## config.mk

```make
export PLATFORM = sky130hd
export DESIGN_NAME = nor_flash_emu
export DESIGN_NICKNAME = d
export VERILOG_FILES = /design/src/rtl/flash_pkg.sv /design/src/rtl/flash_spi_front.sv /design/src/rtl/flash_busy_timer.sv /design/src/rtl/flash_array.sv /design/src/rtl/flash_cmd_fsm.sv /design/src/rtl/nor_flash_emu.sv
export SDC_FILE = /design/constraint.sdc
export NUM_CORES = 2
export LEC_CHECK = 0
export ABC_AREA = 1
export BUFFER_PORTS_ARGS = -buffer_cell sky130_fd_sc_hd__buf_2
export CORE_MARGIN = 5
export CORE_UTILIZATION = 40
export CTS_CLUSTER_SIZE = 14
export DETAILED_ROUTE_END_ITERATION = 7
export SYNTH_ARGS = -nofsm -noshare
export SYNTH_HDL_FRONTEND = slang
export SYNTH_SLANG_ARGS = --single-unit
```

## constraint.sdc

```tcl
create_clock -name clk -period 6.7 [get_ports clk]
set_input_delay 0.67 -clock clk [delete_from_list [all_inputs] [get_ports clk]]
set_output_delay 0.67 -clock clk [all_outputs]
set_load 0.01 [all_outputs]
```

## src/rtl/flash_pkg.sv

```systemverilog
package flash_pkg;

    typedef enum logic [2:0] {
        ST_IDLE,
        ST_OPCODE,
        ST_ADDR,
        ST_PROG_DATA,
        ST_READ_DATA,
        ST_HOLD,
        ST_IGNORE
    } fsm_state_t;

    localparam logic [7:0] OP_WREN  = 8'h06;
    localparam logic [7:0] OP_ERASE = 8'hD8;
    localparam logic [7:0] OP_PROG  = 8'h02;
    localparam logic [7:0] OP_READ  = 8'h03;

    localparam int BYTE_LSB   = 0;
    localparam int PAGE_LSB   = 8;
    localparam int SECTOR_LSB = 16;

    localparam logic [5:0] BITS_OPCODE = 6'd7;
    localparam logic [5:0] BITS_ADDR   = 6'd31;
    localparam logic [5:0] BITS_PROG   = 6'd39;

endpackage

```

## src/rtl/flash_spi_front.sv

```systemverilog
module flash_spi_front (
    input  logic clk,
    input  logic rst_n,
    input  logic cs_n_i,
    input  logic sck_i,
    input  logic mosi_i,
    output logic cs_high,
    output logic cs_fall,
    output logic cs_rise,
    output logic sck_rise,
    output logic sck_fall,
    output logic mosi_s
);
    // two-stage synchroniser for {cs_n, sck, mosi}, plus one history stage
    logic [2:0] sync1, sync2;
    logic       cs_d, sck_d;

    always_ff @(posedge clk or negedge rst_n) begin
        if (!rst_n) begin
            sync1 <= 3'b110;
            sync2 <= 3'b110;
            cs_d  <= 1'b1;
            sck_d <= 1'b1;
        end else begin
            sync1 <= {cs_n_i, sck_i, mosi_i};
            sync2 <= sync1;
            cs_d  <= sync2[2];
            sck_d <= sync2[1];
        end
    end

    assign cs_high  = sync2[2];
    assign cs_fall  = cs_d & ~sync2[2];
    assign cs_rise  = ~cs_d & sync2[2];
    assign sck_rise = ~sck_d & sync2[1] & ~sync2[2];
    assign sck_fall = sck_d & ~sync2[1] & ~sync2[2];
    assign mosi_s   = sync2[0];
endmodule

```

## src/rtl/flash_busy_timer.sv

```systemverilog
module flash_busy_timer #(
    parameter int ERASE_CYC = 3000,
    parameter int PROG_CYC  = 1000
) (
    input  logic clk,
    input  logic rst_n,
    input  logic erase_go,
    input  logic prog_go,
    output logic busy
);
    localparam int MAX_CYC = (ERASE_CYC > PROG_CYC) ? ERASE_CYC : PROG_CYC;
    localparam int CW      = $clog2(MAX_CYC + 1);

    logic [CW-1:0] remain;

    always_ff @(posedge clk or negedge rst_n) begin
        if (!rst_n) begin
            remain <= '0;
        end else if (erase_go) begin
            remain <= CW'(ERASE_CYC);
        end else if (prog_go) begin
            remain <= CW'(PROG_CYC);
        end else if (remain != '0) begin
            remain <= remain - 1'b1;
        end
    end

    assign busy = (remain != '0);
endmodule

```

## src/rtl/flash_array.sv

```systemverilog
module flash_array #(
    parameter int SEC_W = 2,
    parameter int PG_W  = 1,
    parameter int BY_W  = 3,
    localparam int OFF_W = PG_W + BY_W,
    localparam int IDX_W = SEC_W + OFF_W
) (
    input  logic             clk,
    input  logic             rst_n,
    input  logic [IDX_W-1:0] rd_idx,
    output logic [7:0]       rd_data,
    input  logic             prog_en,
    input  logic [IDX_W-1:0] prog_idx,
    input  logic [7:0]       prog_data,
    input  logic             erase_go,
    input  logic [SEC_W-1:0] erase_sec,
    output logic             erasing
);
    localparam int DEPTH = 1 << IDX_W;

    logic [7:0]       mem [DEPTH];
    logic [SEC_W-1:0] er_sec;
    logic [OFF_W-1:0] er_off;

    always_ff @(posedge clk or negedge rst_n) begin
        if (!rst_n) begin
            for (int i = 0; i < DEPTH; i++) begin
                mem[i] <= 8'hFF;
            end
            erasing <= 1'b0;
            er_sec  <= '0;
            er_off  <= '0;
        end else begin
            if (erase_go) begin
                erasing <= 1'b1;
                er_sec  <= erase_sec;
                er_off  <= '0;
            end else if (erasing) begin
                // walk one byte of the sector per cycle
                mem[{er_sec, er_off}] <= 8'hFF;
                er_off <= er_off + 1'b1;
                if (er_off == {OFF_W{1'b1}}) begin
                    erasing <= 1'b0;
                end
            end
            if (prog_en) begin
                mem[prog_idx] <= mem[prog_idx] & prog_data;
            end
        end
    end

    assign rd_data = mem[rd_idx];
endmodule

```

## src/rtl/flash_cmd_fsm.sv

```systemverilog
module flash_cmd_fsm
    import flash_pkg::*;
#(
    parameter int SEC_W       = 2,
    parameter int PG_W        = 1,
    parameter int BY_W        = 3,
    parameter int MIN_CS_HIGH = 25,
    localparam int IDX_W = SEC_W + PG_W + BY_W
) (
    input  logic             clk,
    input  logic             rst_n,
    input  logic             cs_high,
    input  logic             cs_fall,
    input  logic             cs_rise,
    input  logic             sck_rise,
    input  logic             sck_fall,
    input  logic             mosi_s,
    input  logic             busy,
    input  logic [7:0]       rd_data,
    output logic [IDX_W-1:0] rd_idx,
    output logic             miso,
    output logic             prog_go,
    output logic [IDX_W-1:0] prog_idx,
    output logic [7:0]       prog_data,
    output logic             erase_go,
    output logic [SEC_W-1:0] erase_sec,
    output logic             wren_set,
    output logic             wel
);
    localparam int GW = $clog2(MIN_CS_HIGH + 1);

    fsm_state_t       st, nxt;
    logic [5:0]       bits;
    logic [6:0]       shin;
    logic [7:0]       op;
    logic [23:0]      addr;
    logic [7:0]       tx;
    logic [IDX_W-1:0] rd_ptr;
    logic [GW-1:0]    gap;

    logic [7:0]       byte_in;
    logic [23:0]      addr_full;
    logic [IDX_W-1:0] idx_full, idx_hold;
    logic             gap_ok;
    logic             commit_wren, commit_erase, commit_prog;
    logic             unused_addr_bits;

    assign byte_in   = {shin, mosi_s};
    assign addr_full = {addr[22:0], mosi_s};
    assign idx_full  = {addr_full[SECTOR_LSB +: SEC_W], addr_full[PAGE_LSB +: PG_W],
                        addr_full[BYTE_LSB +: BY_W]};
    assign idx_hold  = {addr[SECTOR_LSB +: SEC_W], addr[PAGE_LSB +: PG_W],
                        addr[BYTE_LSB +: BY_W]};
    assign unused_addr_bits = ^addr_full;
    assign gap_ok    = (gap == GW'(MIN_CS_HIGH));
    assign rd_idx    = (st == ST_ADDR) ? idx_full : rd_ptr;

    assign commit_wren  = (st == ST_HOLD) && cs_rise && (op == OP_WREN);
    assign commit_erase = (st == ST_HOLD) && cs_rise && (op == OP_ERASE) && wel && !busy;
    assign commit_prog  = (st == ST_HOLD) && cs_rise && (op == OP_PROG) && wel && !busy;

    // state register
    always_ff @(posedge clk or negedge rst_n) begin
        if (!rst_n) begin
            st <= ST_IDLE;
        end else begin
            st <= nxt;
        end
    end

    // transitions
    always_comb begin
        nxt = st;
        unique case (st)
            ST_IDLE: begin
                if (cs_fall) begin
                    nxt = (busy || !gap_ok) ? ST_IGNORE : ST_OPCODE;
                end
            end
            ST_OPCODE: begin
                if (cs_rise) begin
                    nxt = ST_IDLE;
                end else if (sck_rise && bits == BITS_OPCODE) begin
                    case (byte_in)
                        OP_WREN:                    nxt = ST_HOLD;
                        OP_ERASE, OP_PROG, OP_READ: nxt = ST_ADDR;
                        default:                    nxt = ST_IGNORE;
                    endcase
                end
            end
            ST_ADDR: begin
                if (cs_rise) begin
                    nxt = ST_IDLE;
                end else if (sck_rise && bits == BITS_ADDR) begin
                    if (op == OP_PROG) begin
                        nxt = ST_PROG_DATA;
                    end else if (op == OP_READ) begin
                        nxt = ST_READ_DATA;
                    end else begin
                        nxt = ST_HOLD;
                    end
                end
            end
            ST_PROG_DATA: begin
                if (cs_rise) begin
                    nxt = ST_IDLE;
                end else if (sck_rise && bits == BITS_PROG) begin
                    nxt = ST_HOLD;
                end
            end
            ST_READ_DATA: begin
                if (cs_rise) nxt = ST_IDLE;
            end
            ST_HOLD: begin
                if (cs_rise) begin
                    nxt = ST_IDLE;
                end else if (sck_rise) begin
                    nxt = ST_IGNORE;
                end
            end
            ST_IGNORE: begin
                if (cs_rise) nxt = ST_IDLE;
            end
            default: nxt = ST_IDLE;
        endcase
    end

    // outputs and datapath
    always_ff @(posedge clk or negedge rst_n) begin
        if (!rst_n) begin
            wren_set  <= 1'b0;
            erase_go  <= 1'b0;
            prog_go   <= 1'b0;
            wel       <= 1'b0;
            gap       <= GW'(MIN_CS_HIGH);
            bits      <= '0;
            shin      <= '0;
            op        <= '0;
            addr      <= '0;
            prog_data <= 8'hFF;
            tx        <= 8'hFF;
            rd_ptr    <= '0;
            miso      <= 1'b1;
        end else begin
            wren_set <= commit_wren;
            erase_go <= commit_erase;
            prog_go  <= commit_prog;

            if (commit_wren) begin
                wel <= 1'b1;
            end else if (commit_erase || commit_prog) begin
                wel <= 1'b0;
            end

            if (!cs_high) begin
                gap <= '0;
            end else if (!gap_ok) begin
                gap <= gap + 1'b1;
            end

            if (st == ST_IDLE) begin
                bits <= '0;
            end else if (sck_rise) begin
                bits <= bits + 1'b1;
            end

            if (sck_rise) shin <= byte_in[6:0];

            if (st == ST_OPCODE && sck_rise && bits == BITS_OPCODE) op <= byte_in;
            if (st == ST_ADDR && sck_rise) addr <= addr_full;
            if (st == ST_PROG_DATA && sck_rise) prog_data <= byte_in;

            if (st == ST_ADDR && sck_rise && bits == BITS_ADDR && op == OP_READ) begin
                tx     <= rd_data;
                rd_ptr <= idx_full + 1'b1;
            end else if (st == ST_READ_DATA && sck_rise && bits[2:0] == 3'd7) begin
                tx     <= rd_data;
                rd_ptr <= rd_ptr + 1'b1;
            end

            if (cs_rise) begin
                miso <= 1'b1;
            end else if (st == ST_READ_DATA && sck_fall) begin
                miso <= tx[~bits[2:0]];
            end
        end
    end

    assign prog_idx  = idx_hold;
    assign erase_sec = addr[SECTOR_LSB +: SEC_W];
endmodule

```

## src/rtl/nor_flash_emu.sv

```systemverilog
module nor_flash_emu #(
    parameter int SEC_W       = 2,
    parameter int PG_W        = 1,
    parameter int BY_W        = 3,
    parameter int ERASE_CYC   = 3000,
    parameter int PROG_CYC    = 1000,
    parameter int MIN_CS_HIGH = 25
) (
    input  logic clk,
    input  logic rst_n,
    input  logic cs_n,
    input  logic sck,
    input  logic mosi,
    output logic miso
);
    localparam int IDX_W = SEC_W + PG_W + BY_W;

    logic             cs_high_w, cs_fall_w, cs_rise_w, sck_rise_w, sck_fall_w, mosi_w;
    logic             busy_w, erasing_w;
    logic             prog_go_w, erase_go_w, wren_set_w, wel_w;
    logic [IDX_W-1:0] rd_idx_w, prog_idx_w;
    logic [7:0]       rd_data_w, prog_data_w;
    logic [SEC_W-1:0] erase_sec_w;

    flash_spi_front u_front (
        .clk      (clk),
        .rst_n    (rst_n),
        .cs_n_i   (cs_n),
        .sck_i    (sck),
        .mosi_i   (mosi),
        .cs_high  (cs_high_w),
        .cs_fall  (cs_fall_w),
        .cs_rise  (cs_rise_w),
        .sck_rise (sck_rise_w),
        .sck_fall (sck_fall_w),
        .mosi_s   (mosi_w)
    );

    flash_cmd_fsm #(
        .SEC_W       (SEC_W),
        .PG_W        (PG_W),
        .BY_W        (BY_W),
        .MIN_CS_HIGH (MIN_CS_HIGH)
    ) u_fsm (
        .clk       (clk),
        .rst_n     (rst_n),
        .cs_high   (cs_high_w),
        .cs_fall   (cs_fall_w),
        .cs_rise   (cs_rise_w),
        .sck_rise  (sck_rise_w),
        .sck_fall  (sck_fall_w),
        .mosi_s    (mosi_w),
        .busy      (busy_w),
        .rd_data   (rd_data_w),
        .rd_idx    (rd_idx_w),
        .miso      (miso),
        .prog_go   (prog_go_w),
        .prog_idx  (prog_idx_w),
        .prog_data (prog_data_w),
        .erase_go  (erase_go_w),
        .erase_sec (erase_sec_w),
        .wren_set  (wren_set_w),
        .wel       (wel_w)
    );

    flash_busy_timer #(
        .ERASE_CYC (ERASE_CYC),
        .PROG_CYC  (PROG_CYC)
    ) u_timer (
        .clk      (clk),
        .rst_n    (rst_n),
        .erase_go (erase_go_w),
        .prog_go  (prog_go_w),
        .busy     (busy_w)
    );

    flash_array #(
        .SEC_W (SEC_W),
        .PG_W  (PG_W),
        .BY_W  (BY_W)
    ) u_array (
        .clk       (clk),
        .rst_n     (rst_n),
        .rd_idx    (rd_idx_w),
        .rd_data   (rd_data_w),
        .prog_en   (prog_go_w),
        .prog_idx  (prog_idx_w),
        .prog_data (prog_data_w),
        .erase_go  (erase_go_w),
        .erase_sec (erase_sec_w),
        .erasing   (erasing_w)
    );
endmodule

```

==> impl_metrics.csv <==
group,metric,value,unit
status,status,"finished, violations left",
status,violations,"DRC",
floorplanning,io_pins,6,
global_route,grt_max_degree,171,
clock_network,clk-insertion-delay-late,650,ps
logic_synthesis,yosys.cell_count.top_type,"nand2_1",
routing,drtAntennaViolNets,0,
worst_setup_path,critPathTopFamily,"buffers and inverters",
worst_setup_path,cpMaxStageDelayCell,"buf_4",
clock_network,cts_buffers,75,
sta,period_needed,4357,ps
logic_synthesis,synth-seq-cells,612,
global_route,grt_overflow,0,
routing,vias_per_cell,5.798,
logic_synthesis,syn_nets,4959,
clock_network,clock-root-buffer,"clkbuf_16",
logic_synthesis,synth_top_cell_by_area,"dfstp_2",
power,leakagePower,16.86,nW
floorplanning,die_x,307.0,um
final_layout,area_growth,9.746,%
logic_synthesis,yosys-top-cells-count,"nand2_1 (1,440), nand3_1 (607), inv_1 (602), dfstp_2 (538), nor2_1 (347)",
clock_network,clockBufferDepth,3,
sta,fmax,0.2295,GHz
sta,slew_headroom,4.736,%
worst_setup_path,path_cells,"inv_2, nand3_2, buf_4, inv_2, buf_4, a22oi_1, nand4_1, nand2_1, nand2_1, nor2_1, nand2_1, nand2_2, buf_4, o21ai_0",
sta,fin_crit_sh,65.03,%
logic_synthesis,syn_area,35290,um2
global_route,antenna_found_initial,4,
clock_network,cts_tree,"done",
worst_setup_path,critPathKind,"reg -> reg",
routing,first_iter_violations,4593,
clock_network,cts_hold_buf,0,
global_route,globalRouteMet2Util,43.98,%
routing,drc_errors,21,
global_route,grt_util_met3,8.395,%
logic_synthesis,synth_ff_type,"dfstp_2",
worst_setup_path,worstPathRequired,7250,ps
global_route,grt_pass1_wl,213400,um
sta,setup_viol,0,
logic_synthesis,synth_top_cell_area_share,40.05,%
placement,placed_cells,5903,
power,vdd_drop_max,0.0005092,V
logic_synthesis,synth_seq_area_share,45.30,%
routing,wl,144000,um
clock_network,htreeDepth,3,
logic_synthesis,synth_cell_type_count,45,
sta,tightestPinTransition,1424,ps
placement,hpwl,87480,um
global_route,track_usage,29.64,%
worst_setup_path,path_buf_inv,5,
final_layout,nets,4827,
floorplanning,die_area,94270,um2
clock_network,cts_setup_buffers,0,
sta,maxSlewViolCount,0,
final_layout,post_layout_nonfiller_instances,6042,
floorplanning,core_area,87970,um2
hold_path,min_from,"cs_n",
run,drv_cap,0,
logic_synthesis,async_reset_ff_share,100.0,%
power,p_per_area,311.2,nW/um2
clock_network,cts.sinks,612,
placement,gp_congestion,0.9712,
floorplanning,fp.dieH,307.0,um
floorplanning,start_util,40.12,%
worst_setup_path,cp_data_arrival_time,4900,ps
routing,firstDrtPassIters,8,
global_route,gr-usage-met1,39.91,%
worst_setup_path,crit_path_start,"u_fsm.addr[0]",
routing,vias,35030,
final_layout,drive_gt1_share,16.02,%
logic_synthesis,netlist_instances,4947,
logic_synthesis,netlist_top_cells_area,"dfstp_2 (40%), nand2_1 (15%), nand3_1 (8.6%)",
sta,finalHoldViolations,0,
worst_setup_path,r2r_start,"u_fsm.addr[0]",
global_route,grt_pass1_vias,33050,
logic_synthesis,synth_edf_count,0,
hold_path,hold_class,"in -> reg",
sta,finalSetupTns,0,ps
worst_setup_path,cp-start-kind,"register",
logic_synthesis,avgSynthCellArea,7.134,um2
placement,port_buffers,5,
worst_setup_path,max_stage_delay,550,ps
routing,wl_per_cell,23.84,um
clock_network,clk_pin_slew_worst_paths,60,ps
worst_setup_path,cp-end-kind,"register",
worst_setup_path,cp_max_fo,40,
clock_network,ctsResizeCount,0,
sta,fin_skew,22.13,ps
sta,rsz0062_at_grt,"no",
floorplanning,rows,109,
logic_synthesis,yosysWarnings,0,
global_route,busiest_layer,"met2",
[cells by family after synthesis]
logic type,synth area share [%]
and+or+nand+nor,29.99
AOI/OAI and AO/OA,14.11
buffers and inverters,10.20
DFF,45.30
adders and majority gates,0.2482
xor gates and xnor gates,0.1489
[registers in the layout (all words and copies together), names as in the netlist, 7 cells and up]
name,cells
u_array.mem,512
u_fsm.addr,18
u_fsm.op,8
u_fsm.prog_data,8
u_fsm.shin,7
u_fsm.tx,8
u_timer.remain,12
[placed cells by master, fill, tap and decap left out, types with 5 or more instances in the layout]
| master | count |
|---|---|
| clkbuf_16 | 75 |
| o22ai_1 | 136 |
| nand2_4 | 5 |
| nand2_1 | 1440 |
| o21ai_0 | 273 |
| a21oi_1 | 266 |
| inv_2 | 19 |
| nor3_1 | 25 |
| buf_4 | 49 |
| buf_12 | 9 |
| clkinv_2 | 9 |
| a22oi_1 | 81 |
| ha_1 | 7 |
| nor2_1 | 347 |
| bufinv_16 | 6 |
| inv_1 | 601 |
| dfrtp_1 | 74 |
| nand3_2 | 7 |
| dfstp_2 | 538 |
| nand3_1 | 607 |
| nor3_2 | 7 |
| o21ai_1 | 128 |
| clkbuf_8 | 17 |
| nand4_1 | 41 |
| nor2_2 | 7 |
| clkbuf_1 | 21 |
| nand3b_1 | 15 |
[worst paths after layout]
path                                    end  slack (ps)  cells after the start
setup / recovery           u_array.mem[205]        2340                     14
hold / removal             u_front.sync1[2]         120                      1
setup reg to reg           u_array.mem[205]        2340                     14
hold reg to reg            u_front.sync2[0]         350                      0
max in group asynchronous  u_array.mem[503]        5100                      3
min in group asynchronous  u_array.mem[230]         370                      1
[power by group]
part           total [mW]  switching, mW  internal, mW
clock network        4.25           1.74          2.51
logic                3.97           3.04         0.930
registers            3.84         0.0724          3.76
total                12.1           4.85          7.20
[worst reg2reg max path, delay by kind of cell, from the launching register on]
family | cells | cell delay, ps
DFF | 1 | 530
and+or+nand+nor | 7 | 1330
buffers and inverters | 5 | 1980
AOI/OAI and AO/OA | 2 | 420
[routing by layer]
| layer | vias to the layer above | part of all wire, % |
|---|---|---|
| li1 | 15790 | - |
| met1 | 16510 | 40 |
| met2 | 2229 | 42 |
| met3 | 502 | 12 |
| met4 | 4 | 6.1 |
| met5 | - | 0.022 |
[layout make-up]
| type | count | area, um2 |
|---|---|---|
| clock inverters | 23 | 342.8 |
| diodes | 3 | 7.507 |
| flip-flops and latches | 612 | 15990 |
| fillers | 9012 | 49230 |
| multi-input cells | 3439 | 15820 |
| inverters | 624 | 2345 |
| well taps | 1165 | 1458 |
| clock buffers | 113 | 2190 |
| repair buffers | 63 | 583.1 |
[through the flow]
stage	util (%)	setup WS (ps)	total power [mW]	hold slack (ps)	cell area (um2)
2_1_floorplan	-	4595	6.106	331.2	35290
3_3_place_gp	41.14	2634	7.615	334.4	36190
3_5_place_dp	41.14	2513	7.617	334.7	36190
4_1_cts	44.02	2501	11.86	91.62	38720
5_1_grt	44.02	2285	12.36	96.49	38720
6_report	44.03	2343	12.05	121.2	38730
(Power assumes the default switching activity.)
